### src/rtl/brf_pkg.sv
package brf_pkg;

    localparam int DLY_W = 4;  // branch delays up to 15 cycles
    localparam int NCLS  = 3;

    typedef enum logic [1:0] {
        POL_HOLD   = 2'd0,
        POL_FALL   = 2'd1,
        POL_TARGET = 2'd2,
        POL_SLOT   = 2'd3
    } pol_e;

    typedef enum logic [1:0] {
        CLS_UNCOND = 2'd0,
        CLS_NTAKEN = 2'd1,
        CLS_TAKEN  = 2'd2
    } cls_e;

    typedef struct packed {
        pol_e             mode;
        logic             uncond;
        logic [DLY_W-1:0] k;
    } ctx_t;

    function automatic cls_e class_of(input logic uncond, input logic taken);
        if (uncond)     return CLS_UNCOND;
        else if (taken) return CLS_TAKEN;
        else            return CLS_NTAKEN;
    endfunction

endpackage

### src/rtl/brf_seq.sv
module brf_seq
    import brf_pkg::*;
#(
    parameter int PC_W = 32
) (
    input  logic            clk,
    input  logic            rst,
    input  logic            accept,
    input  logic            fin,
    input  pol_e            mode_i,
    input  logic            uncond_i,
    input  logic [PC_W-1:0] tgt_i,
    input  logic [PC_W-1:0] pc_i,
    output logic            busy_q,
    output ctx_t            cur,
    output logic [PC_W-1:0] cur_tgt,
    output logic [PC_W-1:0] cur_seq
);

    ctx_t            ctx_q;
    logic [PC_W-1:0] tgt_q;
    logic [PC_W-1:0] seq_q;

    // While idle, the live decode inputs form the context; once busy, the latched copy does.
    always_comb begin
        if (busy_q) begin
            cur     = ctx_q;
            cur_tgt = tgt_q;
            cur_seq = seq_q;
        end else begin
            cur.mode   = mode_i;
            cur.uncond = uncond_i;
            cur.k      = '0;
            cur_tgt    = tgt_i;
            cur_seq    = pc_i;
        end
    end

    always_ff @(posedge clk) begin
        if (rst) begin
            busy_q <= 1'b0;
            ctx_q  <= '0;
            tgt_q  <= '0;
            seq_q  <= '0;
        end else if ((accept || busy_q) && !fin) begin
            busy_q       <= 1'b1;
            ctx_q.mode   <= cur.mode;
            ctx_q.uncond <= cur.uncond;
            ctx_q.k      <= cur.k + DLY_W'(1);
            tgt_q        <= cur_tgt;
            seq_q        <= cur_seq;
        end else if (fin) begin
            busy_q <= 1'b0;
        end
    end

endmodule

### src/rtl/brf_policy.sv
module brf_policy
    import brf_pkg::*;
#(
    parameter int PC_W    = 32,
    parameter int TGT_DLY = 2,
    parameter int CND_DLY = 3,
    parameter int SQ_W    = CND_DLY
) (
    input  ctx_t             cur,
    input  logic             active,
    input  logic             res_taken,
    input  logic [PC_W-1:0]  pc,
    input  logic [PC_W-1:0]  tgt,
    input  logic [PC_W-1:0]  seq,
    output logic             stall,
    output logic             fin,
    output logic [PC_W-1:0]  nxt,
    output logic [SQ_W-1:0]  squash,
    output logic [DLY_W-1:0] pen,
    output cls_e             cls
);

    localparam int SPAN = CND_DLY - TGT_DLY;

    function automatic logic [SQ_W-1:0] low_mask(input int n);
        logic [SQ_W-1:0] m;
        for (int i = 0; i < SQ_W; i++) m[i] = (i < n);
        return m;
    endfunction

    int   d;
    int   kk;
    logic tk;

    always_comb begin
        d      = cur.uncond ? TGT_DLY : CND_DLY;
        kk     = int'(cur.k);
        tk     = cur.uncond | res_taken;
        fin    = active && (kk == d - 1);
        cls    = class_of(cur.uncond, res_taken);
        squash = '0;
        pen    = '0;
        stall  = 1'b0;

        if (active) begin
            unique case (cur.mode)
                POL_HOLD:   stall = 1'b1;
                POL_FALL:   stall = 1'b0;
                POL_TARGET: stall = (kk < TGT_DLY);
                POL_SLOT:   stall = (kk != 0);
                default:    stall = 1'b0;
            endcase
        end

        nxt = stall ? pc : pc + PC_W'(4);

        if (active) begin
            unique case (cur.mode)
                POL_HOLD: begin
                    if (fin && tk) nxt = tgt;
                    pen = DLY_W'(d);
                end
                POL_FALL: begin
                    if (fin && tk) begin
                        nxt    = tgt;
                        squash = low_mask(d);
                    end
                    pen = tk ? DLY_W'(d) : '0;
                end
                POL_TARGET: begin
                    if (kk == TGT_DLY - 1) nxt = tgt;
                    if (fin && !tk) begin
                        nxt    = seq;
                        squash = low_mask(SPAN);
                    end
                    pen = tk ? DLY_W'(TGT_DLY) : DLY_W'(CND_DLY);
                end
                POL_SLOT: begin
                    if (fin && tk) nxt = tgt;
                    pen = DLY_W'(d - 1);
                end
                default: pen = '0;
            endcase
        end
    end

endmodule

### src/rtl/brf_satcnt.sv
module brf_satcnt
    import brf_pkg::*;
#(
    parameter int CNT_W = 8
) (
    input  logic             clk,
    input  logic             rst,
    input  logic             en,
    input  logic [DLY_W-1:0] add,
    output logic [CNT_W-1:0] cnt
);

    localparam logic [CNT_W:0] TOP = {1'b0, {CNT_W{1'b1}}};

    logic [CNT_W:0] sum;

    always_comb sum = {1'b0, cnt} + (CNT_W + 1)'(add);

    always_ff @(posedge clk) begin
        if (rst)     cnt <= '0;
        else if (en) cnt <= (sum > TOP) ? TOP[CNT_W-1:0] : sum[CNT_W-1:0];
    end

endmodule

### src/rtl/brfetch_ctrl.sv
module brfetch_ctrl
    import brf_pkg::*;
#(
    parameter int              PC_W     = 32,
    parameter int              TGT_DLY  = 2,
    parameter int              CND_DLY  = 3,
    parameter int              CNT_W    = 8,
    parameter logic [PC_W-1:0] RESET_PC = '0
) (
    input  logic               clk,
    input  logic               rst,
    input  logic [1:0]         mode_i,
    input  logic               dec_br_i,
    input  logic               dec_uncond_i,
    input  logic [PC_W-1:0]    dec_tgt_i,
    input  logic               res_taken_i,
    output logic [PC_W-1:0]    fetch_pc_o,
    output logic [PC_W-1:0]    next_pc_o,
    output logic               stall_o,
    output logic [CND_DLY-1:0] squash_o,
    output logic               dec_hold_o,
    output logic               slot_err_o,
    output logic [CNT_W-1:0]   pen_uncond_o,
    output logic [CNT_W-1:0]   pen_ntaken_o,
    output logic [CNT_W-1:0]   pen_taken_o
);

    localparam int SQ_W = CND_DLY;

    logic             busy_q;
    logic             slot_q;
    logic             accept;
    logic             active;
    logic             fin;
    ctx_t             cur;
    pol_e             cur_mode;
    logic [PC_W-1:0]  cur_tgt;
    logic [PC_W-1:0]  cur_seq;
    logic [PC_W-1:0]  pc_q;
    logic [PC_W-1:0]  pc_d;
    logic [DLY_W-1:0] pen;
    cls_e             cls;
    logic [CNT_W-1:0] cnt [NCLS];

    assign accept     = !busy_q && dec_br_i && !slot_q;
    assign active     = busy_q || accept;
    assign dec_hold_o = busy_q && dec_br_i && !slot_q;
    assign slot_err_o = slot_q && dec_br_i;
    assign cur_mode   = cur.mode;

    brf_seq #(.PC_W(PC_W)) u_seq (
        .clk      (clk),
        .rst      (rst),
        .accept   (accept),
        .fin      (fin),
        .mode_i   (pol_e'(mode_i)),
        .uncond_i (dec_uncond_i),
        .tgt_i    (dec_tgt_i),
        .pc_i     (pc_q),
        .busy_q   (busy_q),
        .cur      (cur),
        .cur_tgt  (cur_tgt),
        .cur_seq  (cur_seq)
    );

    brf_policy #(
        .PC_W    (PC_W),
        .TGT_DLY (TGT_DLY),
        .CND_DLY (CND_DLY),
        .SQ_W    (SQ_W)
    ) u_pol (
        .cur       (cur),
        .active    (active),
        .res_taken (res_taken_i),
        .pc        (pc_q),
        .tgt       (cur_tgt),
        .seq       (cur_seq),
        .stall     (stall_o),
        .fin       (fin),
        .nxt       (pc_d),
        .squash    (squash_o),
        .pen       (pen),
        .cls       (cls)
    );

    for (genvar c = 0; c < NCLS; c++) begin : g_cnt
        brf_satcnt #(.CNT_W(CNT_W)) u_cnt (
            .clk (clk),
            .rst (rst),
            .en  (fin && (cls == cls_e'(c))),
            .add (pen),
            .cnt (cnt[c])
        );
    end

    assign pen_uncond_o = cnt[CLS_UNCOND];
    assign pen_ntaken_o = cnt[CLS_NTAKEN];
    assign pen_taken_o  = cnt[CLS_TAKEN];

    always_ff @(posedge clk) begin
        if (rst) begin
            pc_q   <= RESET_PC;
            slot_q <= 1'b0;
        end else begin
            pc_q   <= pc_d;
            slot_q <= accept && (pol_e'(mode_i) == POL_SLOT);
        end
    end

    assign fetch_pc_o = pc_q;
    assign next_pc_o  = pc_d;

endmodule

### config.mk
export PLATFORM = sky130hd
export DESIGN_NAME = brfetch_ctrl
export DESIGN_NICKNAME = d
export VERILOG_FILES = /design/src/rtl/brf_pkg.sv /design/src/rtl/brf_seq.sv /design/src/rtl/brf_policy.sv /design/src/rtl/brf_satcnt.sv /design/src/rtl/brfetch_ctrl.sv
export SDC_FILE = /design/constraint.sdc
export NUM_CORES = 1
export LEC_CHECK = 0
export ABC_AREA = 1
export BUFFER_PORTS_ARGS = -buffer_cell sky130_fd_sc_hd__buf_4
export CAP_MARGIN = 25
export CORE_MARGIN = 10
export CORE_UTILIZATION = 64
export CTS_BUF_LIST = sky130_fd_sc_hd__clkbuf_4
export DETAILED_ROUTE_END_ITERATION = 10
export PLACE_DENSITY = 0.88
export REMOVE_ABC_BUFFERS = 1
export SETUP_SLACK_MARGIN = 0.05
export SLEW_MARGIN = 20
export SYNTH_ARGS = -nofsm -noshare
export SYNTH_HDL_FRONTEND = slang
export SYNTH_SLANG_ARGS = --single-unit
### constraint.sdc
create_clock -name clk -period 7 [get_ports clk]
set_input_delay 0.7 -clock clk [delete_from_list [all_inputs] [get_ports clk]]
set_output_delay 0.7 -clock clk [all_outputs]
set_load 0.005 [all_outputs]
==> out/results.ini <==
[power]
power_frac_clock_pct = 26.0
swShare_pct = 37.4
power_leakage_nw = 5.03
seqPwrFrac_pct = 40.5
vdd_ir_drop_max_mv = 0.127
internal_power_mw = 1.38
powerDensity_nw_per_um2 = 216
p_comb_share_pct = 33.5
p_sw_mw = 0.823

[die]
num_rows = 43
die_area_um2 = 19000
ios = 133
core_area_um2 = 13800
die_h_um = 138
die_x_um = 138
initial_core_util_pct = 64.7

[run]
cap_violations = 0

[yosys]
synth_cell_types = 37
synth_area_leaders = dfxtp_1 29%, nand2_1 19%, a21oi_1 8.5%, inv_1 8.2%, o21ai_0 7.6%
synth_edf_count = 0
synth-seq-cells = 129
synth_warnings = 0
synthCells = 1502
synth_top_area_cell = dfxtp_1
synthFlopType = dfxtp_1
synthArstFlopShare_pct = 0
netlist_area_um2 = 8910
synth_top_cell_area_share_pct = 29.0
synth_sequential_area_ratio_pct = 29.0
syn_area_per_cell_um2 = 5.93

[finish]
layout.nets = 1638
fin_area_um2 = 10200
areaGrowthSynthToFinish_pct = 14.2
drive_gt1_share_pct = 12.2
final_cell_mix = 447 x nand2_1, 195 x inv_1, 151 x a21oi_1
final_common_cell = nand2_1

[sta]
worstMarginPinSlew_ps = 1050
rsz0062_at_grt = false
tns_ps = 0
drv_slew = 0
fmax_mhz = 185
finClkSkew_ps = 31.0
finalHoldViolations = 0
setup_viol = 0
min_period_ps = 5400
min_period_over_period_pct = 77.2
max-slew-margin-rel_pct = 30.1

[placement]
portBuffers = 132
dp_hpwl_mm = 17.9
gp_congestion = 0.991
dpl-instance-area_um2 = 9850

[cts]
cts_sinks = 129
h-tree-depth = 4
cts-resized-gates = 0
clk_latency_ps = 590
max-clock-path-buffers = 2
cts_buffers = 17
cts_tree = yes
cts_hold_buffers = 0
cts.reportedPaths.clkPinSlew_ps = 120
cts-root-buf = clkbuf_4
post-cts-setup-buffers = 0

[detailed_routing]
drc = 0
wl_per_cell_um = 15.1
dr_total_vias = 10000
drt_iter0_markers = 1005
drt_wl_total_mm = 26.9
dr.pass1.iters = 6
drt-vias-per-instance = 5.64
ant_nets = 0

[global_route]
antenna_found_initial = 0
grt-ovfl-total = 0
grt_use_met1_pct = 35.3
grt_usage_pct = 28.2
met2_usage_pct = 46.5
grt_max_degree = 92
grt_pass1_vias = 9324
grt_pass1_wl_mm = 44.0
use_met3_pct = 6.85
top_usage_layer = met2

[min_path]
holdCritStartpoint = mode_i[1]
hold_depth = 3
hp-class = input port to register
worstHoldEndpoint = slot_q$_SDFF_PP0_

[setup_path]
worst-setup-path-type = register to output pin
cp_max_fo = 43
r2r-start = u_seq.busy_q$_SDFFE_PP0P_
critPathArrivalTime_ps = 4700
start_kind = register
r2r_end = g_cnt[1].u_cnt.cnt[2]$_SDFFE_PP0P_
worstPathRequired_ps = 6300
worstRegToRegCells = 20
r2r_setup_slack_ps = 2450
cp-end-kind = output pin

[status]
status = finished clean

## kinds of logic (layout without fill, tap and decap cells)
logic type	Yosys count	in the layout	synth area share, %
and+or+nand+nor	705	705	32.8
buffers and inverters	282	378	12.6
muxes	12	12	1.35
DFF	129	129	29.0
xor gates and xnor gates	21	21	2.06
adders and majority gates	14	14	1.97
AOI/OAI and AO/OA	339	339	20.2
other	0	1	0
## registers in the layout (all words and copies together) (netlist names)
name and flops:
u_seq.seq_q 32, slot_q 1, u_seq.ctx_q 7, fetch_pc_o 32
u_seq.tgt_q 32, u_seq.busy_q 1, g_cnt.u_cnt.cnt 24
## worst max path at each step
stage | startpoint | to | slack, ps | cells after the start
4_1_cts | u_seq.busy_q$_SDFFE_PP0P_ | next_pc_o[14] | 1670 | 19
6_report | u_seq.busy_q$_SDFFE_PP0P_ | next_pc_o[14] | 1600 | 19
3_3_place_gp | u_seq.busy_q$_SDFFE_PP0P_ | next_pc_o[18] | 2500 | 19
2_1_floorplan | u_seq.busy_q$_SDFFE_PP0P_ | u_seq.ctx_q[4]$_SDFFE_PP0P_ | 530 | 7
5_1_grt | u_seq.busy_q$_SDFFE_PP0P_ | next_pc_o[13] | 1220 | 21
3_5_place_dp | u_seq.busy_q$_SDFFE_PP0P_ | next_pc_o[14] | 2310 | 19
## worst max-delay path, stage by stage, from the launching register on
cell and delay [ps]:
dfxtp_4 710, inv_2 400, or2_2 380, o21ai_0 190, inv_1 130, ha_1 230
inv_2 60, a21oi_1 40, nand2_1 100, nand3_1 90, nand2_2 60, buf_4 370
inv_1 480, nand2_1 240, nand3_1 110, a21oi_1 180, nand2_1 70, nand2_1 90
inv_1 50, buf_4 130
## synth_stat cells (12+ instances only)
library cell / number
nand2_1: 447
inv_1: 195
a21oi_1: 151
o21ai_0: 135
dfxtp_1: 129
nor2_1: 120
nand3_1: 85
clkbuf_1: 47
buf_2: 24
a211oi_1: 23
xor2_1: 19
ha_1: 14
nor3_1: 13
mux2i_1: 12
## per-layer routing
layer	wire [um]	vias to the layer above
li1	-	4986
met1	11200	4525
met2	12400	459
met3	2680	56
met4	548	0
met5	0	-
## stage by stage
step                      hold WS (ps)  util, %  power, mW  setup slack, ps  std cells
final                              392     73.9       2.20             1600       1779
after global routing               384     73.8       2.34             1220       1778
after CTS                          374     73.7       2.20             1670       1777
after detailed placement           444     71.5       1.63             2310       1745
after global placement             434     71.5       1.61             2500       1745
after floorplan                    426        -       1.35              530       1422
## power groups by stage
stage | Sequential, mW | Clock, mW | Combinational, mW
after floorplan | 0.887 | 0 | 0.461
after global placement | 0.902 | 0 | 0.709
after detailed placement | 0.904 | 0 | 0.727
after CTS | 0.888 | 0.576 | 0.732
after global routing | 0.900 | 0.604 | 0.840
final | 0.891 | 0.573 | 0.737
## cell type report
class                           instances  area [um^2]
Multi-Input combinational cell       1091         5210
Inverter                              202          758
Fill cell                            1216         3600
Clock buffer                           18          135
Clock inverter                         14          170
Antenna cell                            1         2.50
Sequential cell                       129         2590
Tap cell                              180          225
Timing Repair Buffer                  144         1090
Note: power is estimated with default switching activity, not from simulation.
